$ cat src/rtl/adc_pwrseq_pkg.sv
package adc_pwrseq_pkg;

    typedef enum logic [1:0] {
        MODE_RUN  = 2'd0,
        MODE_BIAS = 2'd1,
        MODE_DOWN = 2'd2,
        MODE_DEEP = 2'd3
    } adc_mode_e;

    typedef enum logic [2:0] {
        ST_OFF,
        ST_BG_SETTLE,
        ST_STANDBY,
        ST_CORE_SETTLE,
        ST_ALL_SETTLE,
        ST_READY
    } pwr_state_e;

endpackage

$ cat src/rtl/adc_pwrseq_timer.sv
module adc_pwrseq_timer #(
    parameter int CNT_W = 8
) (
    input  logic             clk,
    input  logic             rst_n,
    input  logic             load,
    input  logic [CNT_W-1:0] load_val,
    output logic             expired
);
    logic [CNT_W-1:0] remain;

    // Down counter; a load wins over the decrement
    always_ff @(posedge clk) begin
        if (!rst_n) begin
            remain <= '0;
        end else if (load) begin
            remain <= load_val;
        end else if (remain != '0) begin
            remain <= remain - 1'b1;
        end
    end

    assign expired = (remain == '0);
endmodule

$ cat src/rtl/adc_pwrseq_clkdiv.sv
module adc_pwrseq_clkdiv #(
    parameter int DIV = 8
) (
    input  logic clk,
    input  logic rst_n,
    output logic tick
);
    generate
        if (DIV <= 1) begin : g_pass
            assign tick = 1'b1;
        end else begin : g_count
            localparam int DW = $clog2(DIV);
            localparam logic [DW-1:0] LAST = DW'(DIV - 1);
            logic [DW-1:0] phase;

            always_ff @(posedge clk) begin
                if (!rst_n) begin
                    phase <= '0;
                end else if (phase == LAST) begin
                    phase <= '0;
                end else begin
                    phase <= phase + 1'b1;
                end
            end

            assign tick = (phase == LAST);
        end
    endgenerate
endmodule

$ cat src/rtl/adc_pwrseq_fsm.sv
module adc_pwrseq_fsm
    import adc_pwrseq_pkg::*;
#(
    parameter int BG_CYC   = 500000,
    parameter int CORE_CYC = 5000,
    parameter int CNT_W    = 19
) (
    input  logic             clk,
    input  logic             rst_n,
    input  adc_mode_e        mode,
    input  logic             single_step,
    input  logic             expired,
    output logic             load,
    output logic [CNT_W-1:0] load_val,
    output logic             bg_on,
    output logic             core_on,
    output logic             rdy
);
    localparam logic [CNT_W-1:0] BG_LOAD   = CNT_W'(BG_CYC - 1);
    localparam logic [CNT_W-1:0] CORE_LOAD = CNT_W'(CORE_CYC - 1);

    pwr_state_e state, nxt;
    logic       want_off;

    assign want_off = (mode == MODE_DOWN) || (mode == MODE_DEEP);

    // Next-state selection
    always_comb begin
        nxt = state;
        unique case (state)
            ST_OFF: begin
                if (mode == MODE_RUN)       nxt = single_step ? ST_ALL_SETTLE : ST_BG_SETTLE;
                else if (mode == MODE_BIAS) nxt = ST_BG_SETTLE;
            end
            ST_BG_SETTLE: begin
                if (want_off)     nxt = ST_OFF;
                else if (expired) nxt = (mode == MODE_RUN) ? ST_CORE_SETTLE : ST_STANDBY;
            end
            ST_STANDBY: begin
                if (want_off)              nxt = ST_OFF;
                else if (mode == MODE_RUN) nxt = ST_CORE_SETTLE;
            end
            ST_CORE_SETTLE: begin
                if (want_off)               nxt = ST_OFF;
                else if (mode == MODE_BIAS) nxt = ST_STANDBY;
                else if (expired)           nxt = ST_READY;
            end
            ST_ALL_SETTLE: begin
                if (want_off)               nxt = ST_OFF;
                else if (mode == MODE_BIAS) nxt = ST_BG_SETTLE;
                else if (expired)           nxt = ST_READY;
            end
            ST_READY: begin
                if (want_off)               nxt = ST_OFF;
                else if (mode == MODE_BIAS) nxt = ST_STANDBY;
            end
            default: nxt = ST_OFF;
        endcase
    end

    // Timer load on entry to a waiting state
    always_comb begin
        load     = 1'b0;
        load_val = BG_LOAD;
        if (nxt != state) begin
            unique case (nxt)
                ST_BG_SETTLE, ST_ALL_SETTLE: begin
                    load     = 1'b1;
                    load_val = BG_LOAD;
                end
                ST_CORE_SETTLE: begin
                    load     = 1'b1;
                    load_val = CORE_LOAD;
                end
                default: begin
                    load     = 1'b0;
                    load_val = BG_LOAD;
                end
            endcase
        end
    end

    // State register
    always_ff @(posedge clk) begin
        if (!rst_n) state <= ST_OFF;
        else        state <= nxt;
    end

    // Registered outputs decoded from the next state
    always_ff @(posedge clk) begin
        if (!rst_n) begin
            bg_on   <= 1'b0;
            core_on <= 1'b0;
            rdy     <= 1'b0;
        end else begin
            bg_on   <= (nxt != ST_OFF);
            core_on <= (nxt == ST_CORE_SETTLE) || (nxt == ST_ALL_SETTLE) || (nxt == ST_READY);
            rdy     <= (nxt == ST_READY);
        end
    end
endmodule

$ cat src/rtl/adc_pwrseq.sv
module adc_pwrseq
    import adc_pwrseq_pkg::*;
#(
    parameter int SYS_CLK_HZ = 100_000_000,
    parameter int BG_CYC     = SYS_CLK_HZ / 200,
    parameter int CORE_CYC   = SYS_CLK_HZ / 20_000,
    parameter int ADC_DIV    = 8
) (
    input  logic       clk,
    input  logic       rst_n,
    input  logic [1:0] mode_sel,
    input  logic       single_step,
    input  logic       conv_req,
    output logic       bg_en,
    output logic       ref_en,
    output logic       core_en,
    output logic       adc_clk_en,
    output logic       ready,
    output logic       conv_go,
    output logic       conv_err
);
    localparam int MAX_CYC = (BG_CYC > CORE_CYC) ? BG_CYC : CORE_CYC;
    localparam int CNT_W   = $clog2(MAX_CYC + 1);

    adc_mode_e        mode;
    logic             t_load;
    logic [CNT_W-1:0] t_val;
    logic             t_expired;
    logic             div_tick;
    logic             bg_on;
    logic             core_on;
    logic             rdy;
    logic             err_q;

    assign mode = adc_mode_e'(mode_sel);

    adc_pwrseq_fsm #(
        .BG_CYC  (BG_CYC),
        .CORE_CYC(CORE_CYC),
        .CNT_W   (CNT_W)
    ) u_fsm (
        .clk        (clk),
        .rst_n      (rst_n),
        .mode       (mode),
        .single_step(single_step),
        .expired    (t_expired),
        .load       (t_load),
        .load_val   (t_val),
        .bg_on      (bg_on),
        .core_on    (core_on),
        .rdy        (rdy)
    );

    adc_pwrseq_timer #(.CNT_W(CNT_W)) u_timer (
        .clk     (clk),
        .rst_n   (rst_n),
        .load    (t_load),
        .load_val(t_val),
        .expired (t_expired)
    );

    adc_pwrseq_clkdiv #(.DIV(ADC_DIV)) u_div (
        .clk  (clk),
        .rst_n(rst_n),
        .tick (div_tick)
    );

    // Rejected request flag, one cycle per rejected request cycle
    always_ff @(posedge clk) begin
        if (!rst_n) err_q <= 1'b0;
        else        err_q <= conv_req && !rdy;
    end

    assign bg_en      = bg_on;
    assign ref_en     = bg_on;
    assign core_en    = core_on;
    assign ready      = rdy;
    assign conv_go    = conv_req && rdy;
    assign conv_err   = err_q;
    assign adc_clk_en = div_tick && (mode != MODE_DEEP);
endmodule

$ cat config.mk
export PLATFORM = sky130hd
export DESIGN_NAME = adc_pwrseq
export DESIGN_NICKNAME = d
export VERILOG_FILES = /design/src/rtl/adc_pwrseq_pkg.sv /design/src/rtl/adc_pwrseq_timer.sv /design/src/rtl/adc_pwrseq_clkdiv.sv /design/src/rtl/adc_pwrseq_fsm.sv /design/src/rtl/adc_pwrseq.sv
export SDC_FILE = /design/constraint.sdc
export NUM_CORES = 1
export LEC_CHECK = 0
export BUFFER_PORTS_ARGS = -buffer_cell sky130_fd_sc_hd__buf_2
export CAP_MARGIN = 20
export CORE_MARGIN = 2
export CORE_UTILIZATION = 60
export CTS_CLUSTER_SIZE = 8
export DETAILED_ROUTE_END_ITERATION = 10
export GPL_TIMING_DRIVEN = 0
export PLACE_DENSITY = 0.82
export SLEW_MARGIN = 20
export SYNTH_ARGS = -nofsm -noshare
export SYNTH_HDL_FRONTEND = slang
export SYNTH_SLANG_ARGS = --single-unit
$ cat constraint.sdc
create_clock -name clk -period 4.3 [get_ports clk]
set_input_delay 0.645 -clock clk [delete_from_list [all_inputs] [get_ports clk]]
set_output_delay 0.645 -clock clk [all_outputs]
set_load 0.005 [all_outputs]
# --- Word-level counts from Yosys, hierarchy flattened ---
# Index checks and enable logic that the tools add are counted.
op_classes:
  bitwise: 1
  n_addsub: 2
  reduce_logical: 15
  n_mux: 22
  eq_ne: 15
ops:
  columns: ["cell", "n"]
  rows:
  - ["19-bit 2-to-1 mux", 4]
  - ["3-bit 2-to-1 mux", 14]
  - ["19-bit zero test", 1]
  - ["19-bit nonzero test", 1]
  - ["19-bit by 1-bit subtractor with 19-bit output, second input constant", 1]
  - ["3-bit case mux with 6 select lines", 1]
  - ["3-bit equality test, second input constant", 5]
  - ["3-bit by 2-bit equality test with 1-bit output, second input constant", 3]
  - ["3-bit by 1-bit equality test with 1-bit output, second input constant", 2]
  - ["2-bit equality test, second input constant", 2]
  - ["3-bit by 1-bit adder with 3-bit output, second input constant", 1]
  - ["1-bit logical AND", 3]
  - ["3-bit zero test", 1]
  - ["1-bit logical OR", 3]
  - ["1-bit 2-to-1 mux", 3]
  - ["3-bit != test", 1]
  - ["3-bit nonzero test", 1]
  - ["3-bit OR reduction", 1]
  - ["2-bit by 1-bit equality test with 1-bit output, second input constant", 1]
  - ["2-bit zero test", 1]
  - ["2-bit != test, second input constant", 1]
  - ["2-bit nonzero test", 1]
  - ["2-bit OR reduction", 1]
  - ["1-bit zero test", 1]
  - ["1-bit NOT", 1]
totals:
  elab_cells: 62
  out_inout_bits: 7
  register_bits: 29
  in_bits: 6

# --- Depth between registers and ports, before layout ---
logic_depth:
  depth_word: 10
  mapped_depth: 9
  mapped_depth_nobuf: 9

# --- By module ---
# From an unflattened synthesis, not the netlist that was laid out.
hier_totals:
  hier_cells: 206
  area_unflattened_um2: 1774.2
modules_own_cells:
  columns: ["mod", "instances", "seq_area_each_um2", "cells_each", "area_per_inst_um2"]
  rows:
  - ["adc_pwrseq_timer", 1, 380.4, 137, 1141.1]
  - ["adc_pwrseq_fsm", 1, 120.1, 56, 466.7]
  - ["adc_pwrseq_clkdiv", 1, 60.1, 8, 115.1]
  - ["adc_pwrseq", 1, 20.0, 5, 51.3]

# --- Worst setup path before layout ---
# No wires, ideal clock.
synth_path:
  path_type: "register -> register"
  start: "register u_timer.remain[0]"
  end: "register u_timer.remain[0]"
  path_buffers: 1
  required_time_ps: 4168
  setup_time_ps: 132
  stages_incl_launch_ff: 10
  synth_period_minus_slack_ps: 2258
  path_slack_ps: 2042
  t_arrival_ps: 2126
  cell_sequence: "dfxtp_1 -> inv_1 -> ha_1 -> nor3b_1 -> and4_4 -> nand2_4 -> a221o_1 -> mux2i_4 -> buf_2 -> a21oi_1"
synth_between:
  elab_chain_cells: 10
  word_cells_on_any_way: 22
  classes_between: "add/sub: 1; eq/ne: 4; mux: 13; reduce/logical: 4"
synth_rtl:
  columns: ["item", "line_no", "text"]
  rows:
  - ["start, declared", "adc_pwrseq_timer.sv:10", "logic [CNT_W-1:0] remain;"]
  - ["start signal, assigned", "adc_pwrseq_timer.sv:17", "remain <= load_val;"]
  - ["start signal, assigned", "adc_pwrseq_timer.sv:19", "remain <= remain - 1'b1;"]
  - ["19-bit zero test", "adc_pwrseq_timer.sv:23", "assign expired = (remain == '0);"]
  - ["3-bit 2-to-1 mux", "adc_pwrseq_fsm.sv:46, adc_pwrseq_fsm.sv:51", null]
  - ["3-bit 2-to-1 mux, on equally long branches", "adc_pwrseq_fsm.sv:50, adc_pwrseq_fsm.sv:45", null]
  - ["3-bit 2-to-1 mux, on equally long branches", "adc_pwrseq_fsm.sv:49, adc_pwrseq_fsm.sv:44", null]
  - ["3-bit case mux with 6 select lines", "adc_pwrseq_fsm.sv:30", "unique case (state)"]
  - ["3-bit by 1-bit equality test with 1-bit output (tied with other cells)", "adc_pwrseq_fsm.sv:66", "unique case (nxt)"]
  - ["3-bit OR reduction (no line)", null, null]
  - ["1-bit 2-to-1 mux", "adc_pwrseq_fsm.sv:66", null]
  - ["1-bit 2-to-1 mux", "adc_pwrseq_fsm.sv:65", "if (nxt != state) begin"]
  - ["19-bit 2-to-1 mux or 2-bit nonzero test (tied branches)", null, null]
# Parallel ways exist; a longest one is shown, timed or not. The select of a mux whose other input is x is not followed.
# A chain may end at the register's enable or synchronous reset.

# --- Worst setup path after layout ---
layout_path:
  start: "register u_timer.remain[0]"
  end: "register u_timer.remain[16]"
# The elaborated chain is that of the path after synthesis.

==> results.md <==
- The flow ran to the end, and the final reports show no timing, DRC or antenna violations.
- The post-synthesis cell count is 182.
- The startpoint type of the worst setup path is a flop.
- The netlist area before placement is 1540 um^2.
- Of the total power, combinational logic draws between 30% and 40%.
- In this run the worst path has a maximum fanout of 8.
- In this run the register-to-register setup slack is 1580 ps.
- The number of synthesized flops with an enable pin is 0.
- The wire length of the first global-routing pass is 5.04 mm.
- The worst register-to-register path has a depth of 9.
- The estimated wirelength of the detail-placed design is 2.42 mm.
- The number of vias per cell after detailed routing is between 5 and 6.
- The initial antenna violation count is 0.
- The H-tree generated during clock tree synthesis spans 2 levels.
- The floorplan has 18 rows.
- The area growth from synthesis to layout is 10.2%.
- For the final database, setup skew stands at 17.6 ps.
- The area of the multi-input gates is 906 um^2.
- The minimum hold slack is 446 ps.
- Clock-pin slew was measured on the worst setup and hold paths at 90 ps.
- Setup repair after global routing left no endpoint under its margin.
- The total number of clock tree sinks is 29.
- In this run, flip-flops and latches consume 41.7% of the power.
- Hold repair after CTS inserted 0 buffers.
- The starting DRC count in detailed routing is 40.
- The worst hold path begins at u_div.g_count.phase[0].
- In this run the static leakage power is 0.000711 uW.
- The largest buffer count on any clock path is 2.
- For this design the total switching power over the nets is ~370 uW.
- The category of the critical setup timing path is flop to flop.
- The total vias in the final route is 1363.
- The number of violations of the max-capacitance limit is 0.
- The number of clock buffers inserted by TritonCTS is 5.
- The class of the tightest hold or removal check is flop to flop.
- The DRC violation count after routing is 0.
- The horizontal die dimension is between 50 and 60 um.
- Post-CTS timing repair inserted 0 buffers for setup.
- In the final layout, the share of cells above drive strength 1 is 13.5%.
- For the pin with the worst max-slew slack, the measured transition is 618 ps.
- After clock tree synthesis, the repair step resized 0 gates.
- Before antenna repair, the detailed router went through 7 iterations.
- The root buffer cell chosen for the clock tree is sky130_fd_sc_hd__clkbuf_4.
- Power spread over the standard cell area amounts to 567 nW/um^2.
- The all-layer global routing usage is between 20% and 30%.
- The worst pin sits at a relative slew slack of 58.8%.
- The share of synthesized area occupied by flip-flops and latches is 37.7%.
- At the end of routability-driven placement, the weighted congestion stood at 0.846.
- The number of I/O pins is 13.
- The number of setup violations in the final report is 0.
- At the worst endpoint, the required time is 4510 ps.
- In this run the critical register-to-register path is captured at u_timer.remain[16].
- The most used flip-flop cell after synthesis is sky130_fd_sc_hd__dfxtp_1.
- The post-route cell area is 1700 um^2.
- The overflow left after global routing is 0.
- The antenna violation net count after detailed routing is 0.
- The CTS tree is built.
- The mean cell area of the mapped netlist is 8.46 um^2.
- The max-slew violation count was 0.
- The post-synthesis cell type count is 42.
- For this run, the top clock speed supported by timing is 368 MHz.
- The count of fill cells added during filler insertion is 200.
- The routed length per placed instance is 14.2 um.
- The final wirelength is ~3.3 mm.
- For the worst setup path, the data arrival time is approximately 2900 ps.
- When the netlist entered floorplanning its net count stood at 191.
- The final layout contains 208 nets.
- The area occupied by registers is between 500 and 600 um^2.
- The die covers 2990 um^2.
- The placeable core region is between 2000 and 2500 um^2.
- The worst setup path is captured at a flop.
- The worst register-to-register path begins at u_timer.remain[0].
- The initial utilization of the core area, before any placement, comes to 62.7%.
- The floorplan step set the die height to 54.7 um.
- In this run, the clock network consumes ~20% of the power.
- The internal power of the cells totals between 500 and 600 uW.
- The maximum number of pins on one net before global-route repair is 11.
- Of the available clock period, the critical path in the final layout requires between 60% and 70%.
- The worst-case vdd ir drop is 0.000411 V.
- The post-route total power is between 900 and 1000 uW.
- The final critical delay including setup and external delays is 2720 ps.
- The number of warnings reported in the yosys synthesis log is 0.
- The diode insertion count for antenna repair is 0.
- The proportion of synthesized flip-flops having asynchronous set or reset is 0%.
- Once placement finished, the instance area stood at 1630 um^2.
- The number of global-route vias before repair is 1144.
- Input and output buffers added on the ports amount to 10.
- The sink of the worst hold path is u_div.g_count.phase[0].
- The worst hold path stage count is 1.
- Synthesis inferred 29 register bits.
- In the final timing run, aggregate negative setup slack is 0 ps.
- Clock latency on the worst-skew pair, taken at its later pin, is 340 ps.
- The number of failing hold endpoints at the final stage is 0.
- Of the total power, the share spent switching nets is 38.9%.
-- cells by family (layout without fill, tap and decap cells) --
kind of cell	after synthesis	in the layout	share of synthesized area, %
AOI/OAI and AO/OA	34	34	14.6
xor gates and xnor gates	17	17	9.67
adders and majority gates	3	3	2.44
buffers and inverters	13	31	3.49
DFF	29	29	37.7
muxes	1	1	1.46
and+or+nand+nor	85	85	30.6
-- per-stage QoR --
step / std cells / worst slack (ps) / utilization [%]
floorplan: 182 / 2040 / -
global placement: 222 / 1620 / 66.3
detailed placement: 222 / 1600 / 66.3
CTS: 230 / 1590 / 69.2
global route: 230 / 1340 / 69.2
finish: 230 / 1580 / 69.2
-- state kept, by name, indices dropped and copies added (netlist names) --
signal and count:
conv_err 1, u_timer.remain 19, u_div.g_count.phase 3, u_fsm.rdy 1, u_fsm.core_on 1, u_fsm.bg_on 1
u_fsm.state 3
-- layer usage --
layer / vias up / track usage, % / share of wire [%]
li1: 687 / - / -
met1: 639 / 32.7 / 47
met2: 33 / 36.9 / 47
met3: 4 / 8.47 / 4.8
met4: 0 / 7.92 / 1.3
met5: - / 0 / 0
-- layout by cell type, fill, tap and decap left out, drive strengths merged, types with 2 or more instances in the layout --
cell | Yosys | final
and2 | 4 | 4
a221oi | 3 | 3
or3 | 2 | 2
nor2 | 17 | 17
nand2 | 22 | 22
nand3 | 7 | 7
clkbuf | 6 | 13
nand2b | 2 | 2
o31ai | 2 | 2
inv | 5 | 5
a21oi | 15 | 15
ha | 3 | 3
dfxtp | 29 | 29
buf | 2 | 12
o211ai | 3 | 3
nor4 | 7 | 7
or4 | 2 | 2
nand4b | 2 | 2
xor2 | 10 | 10
nor3 | 9 | 9
nor2b | 2 | 2
xnor2 | 7 | 7
o21ai | 3 | 3
nor3b | 6 | 6
-- worst max-delay path, cell delays in order (launching register included) --
cell and delay [ps]:
sky130_fd_sc_hd__dfxtp_1 370, sky130_fd_sc_hd__inv_1 80, sky130_fd_sc_hd__ha_1 270, sky130_fd_sc_hd__nor3b_1 290, sky130_fd_sc_hd__and4_4 310, sky130_fd_sc_hd__nand2_4 90
sky130_fd_sc_hd__a221oi_1 600, sky130_fd_sc_hd__nand3_1 260, sky130_fd_sc_hd__nand2_1 280, sky130_fd_sc_hd__a21oi_1 60
-- worst max-delay path by stage --
stage                     cells past startpoint               from                 end  slack, ps
final                                         9  u_timer.remain[0]  u_timer.remain[16]       1580
after global routing                          9  u_timer.remain[0]  u_timer.remain[13]       1340
after CTS                                     9  u_timer.remain[0]  u_timer.remain[13]       1590
after detailed placement                      9  u_timer.remain[0]  u_timer.remain[16]       1600
after global placement                        9  u_timer.remain[0]  u_timer.remain[13]       1620
after floorplan                               9  u_timer.remain[0]   u_timer.remain[0]       2040
-- synth_stat cells (all sizes together) (2+ instances only) --
cell type	n	share of area, %
inv	5	1.2
a21oi	15	4.9
buf	2	0.81
nor4	7	4.2
nand2	22	5.8
dfxtp	29	38
nand4b	2	1.1
a221oi	3	1.7
o21ai	3	0.97
nor3b	6	2.9
xor2	10	5.7
xnor2	7	4.0
and2	4	1.6
o31ai	2	1.3
or3	2	0.81
nand2b	2	0.81
o211ai	3	1.5
clkbuf	6	1.5
nor3	9	3.2
or4	2	0.97
nor2	17	4.1
nor2b	2	0.81
nand3	7	2.3
ha	3	2.4
-- layout make-up --
| class | instances | share of cell area, % |
|---|---|---|
| multi-input combinational | 140 | 53.4 |
| clock buffer | 7 | 3.83 |
| timing repair buffer | 10 | 2.95 |
| inverter | 5 | 1.11 |
| buffer | 8 | 2.06 |
| tap | 30 | 2.21 |
| sequential | 29 | 34.2 |
| clock inverter | 1 | 0.295 |
-- power by group through the flow --
stage / Sequential [uW] / Combinational, uW / Clock, uW
floorplan: 390 / 306 / 0
global placement: 400 / 357 / 0
detailed placement: 406 / 363 / 0
CTS: 400 / 367 / 197
global route: 408 / 409 / 209
finish: 402 / 369 / 192
Power figures use the tool's default switching activity.
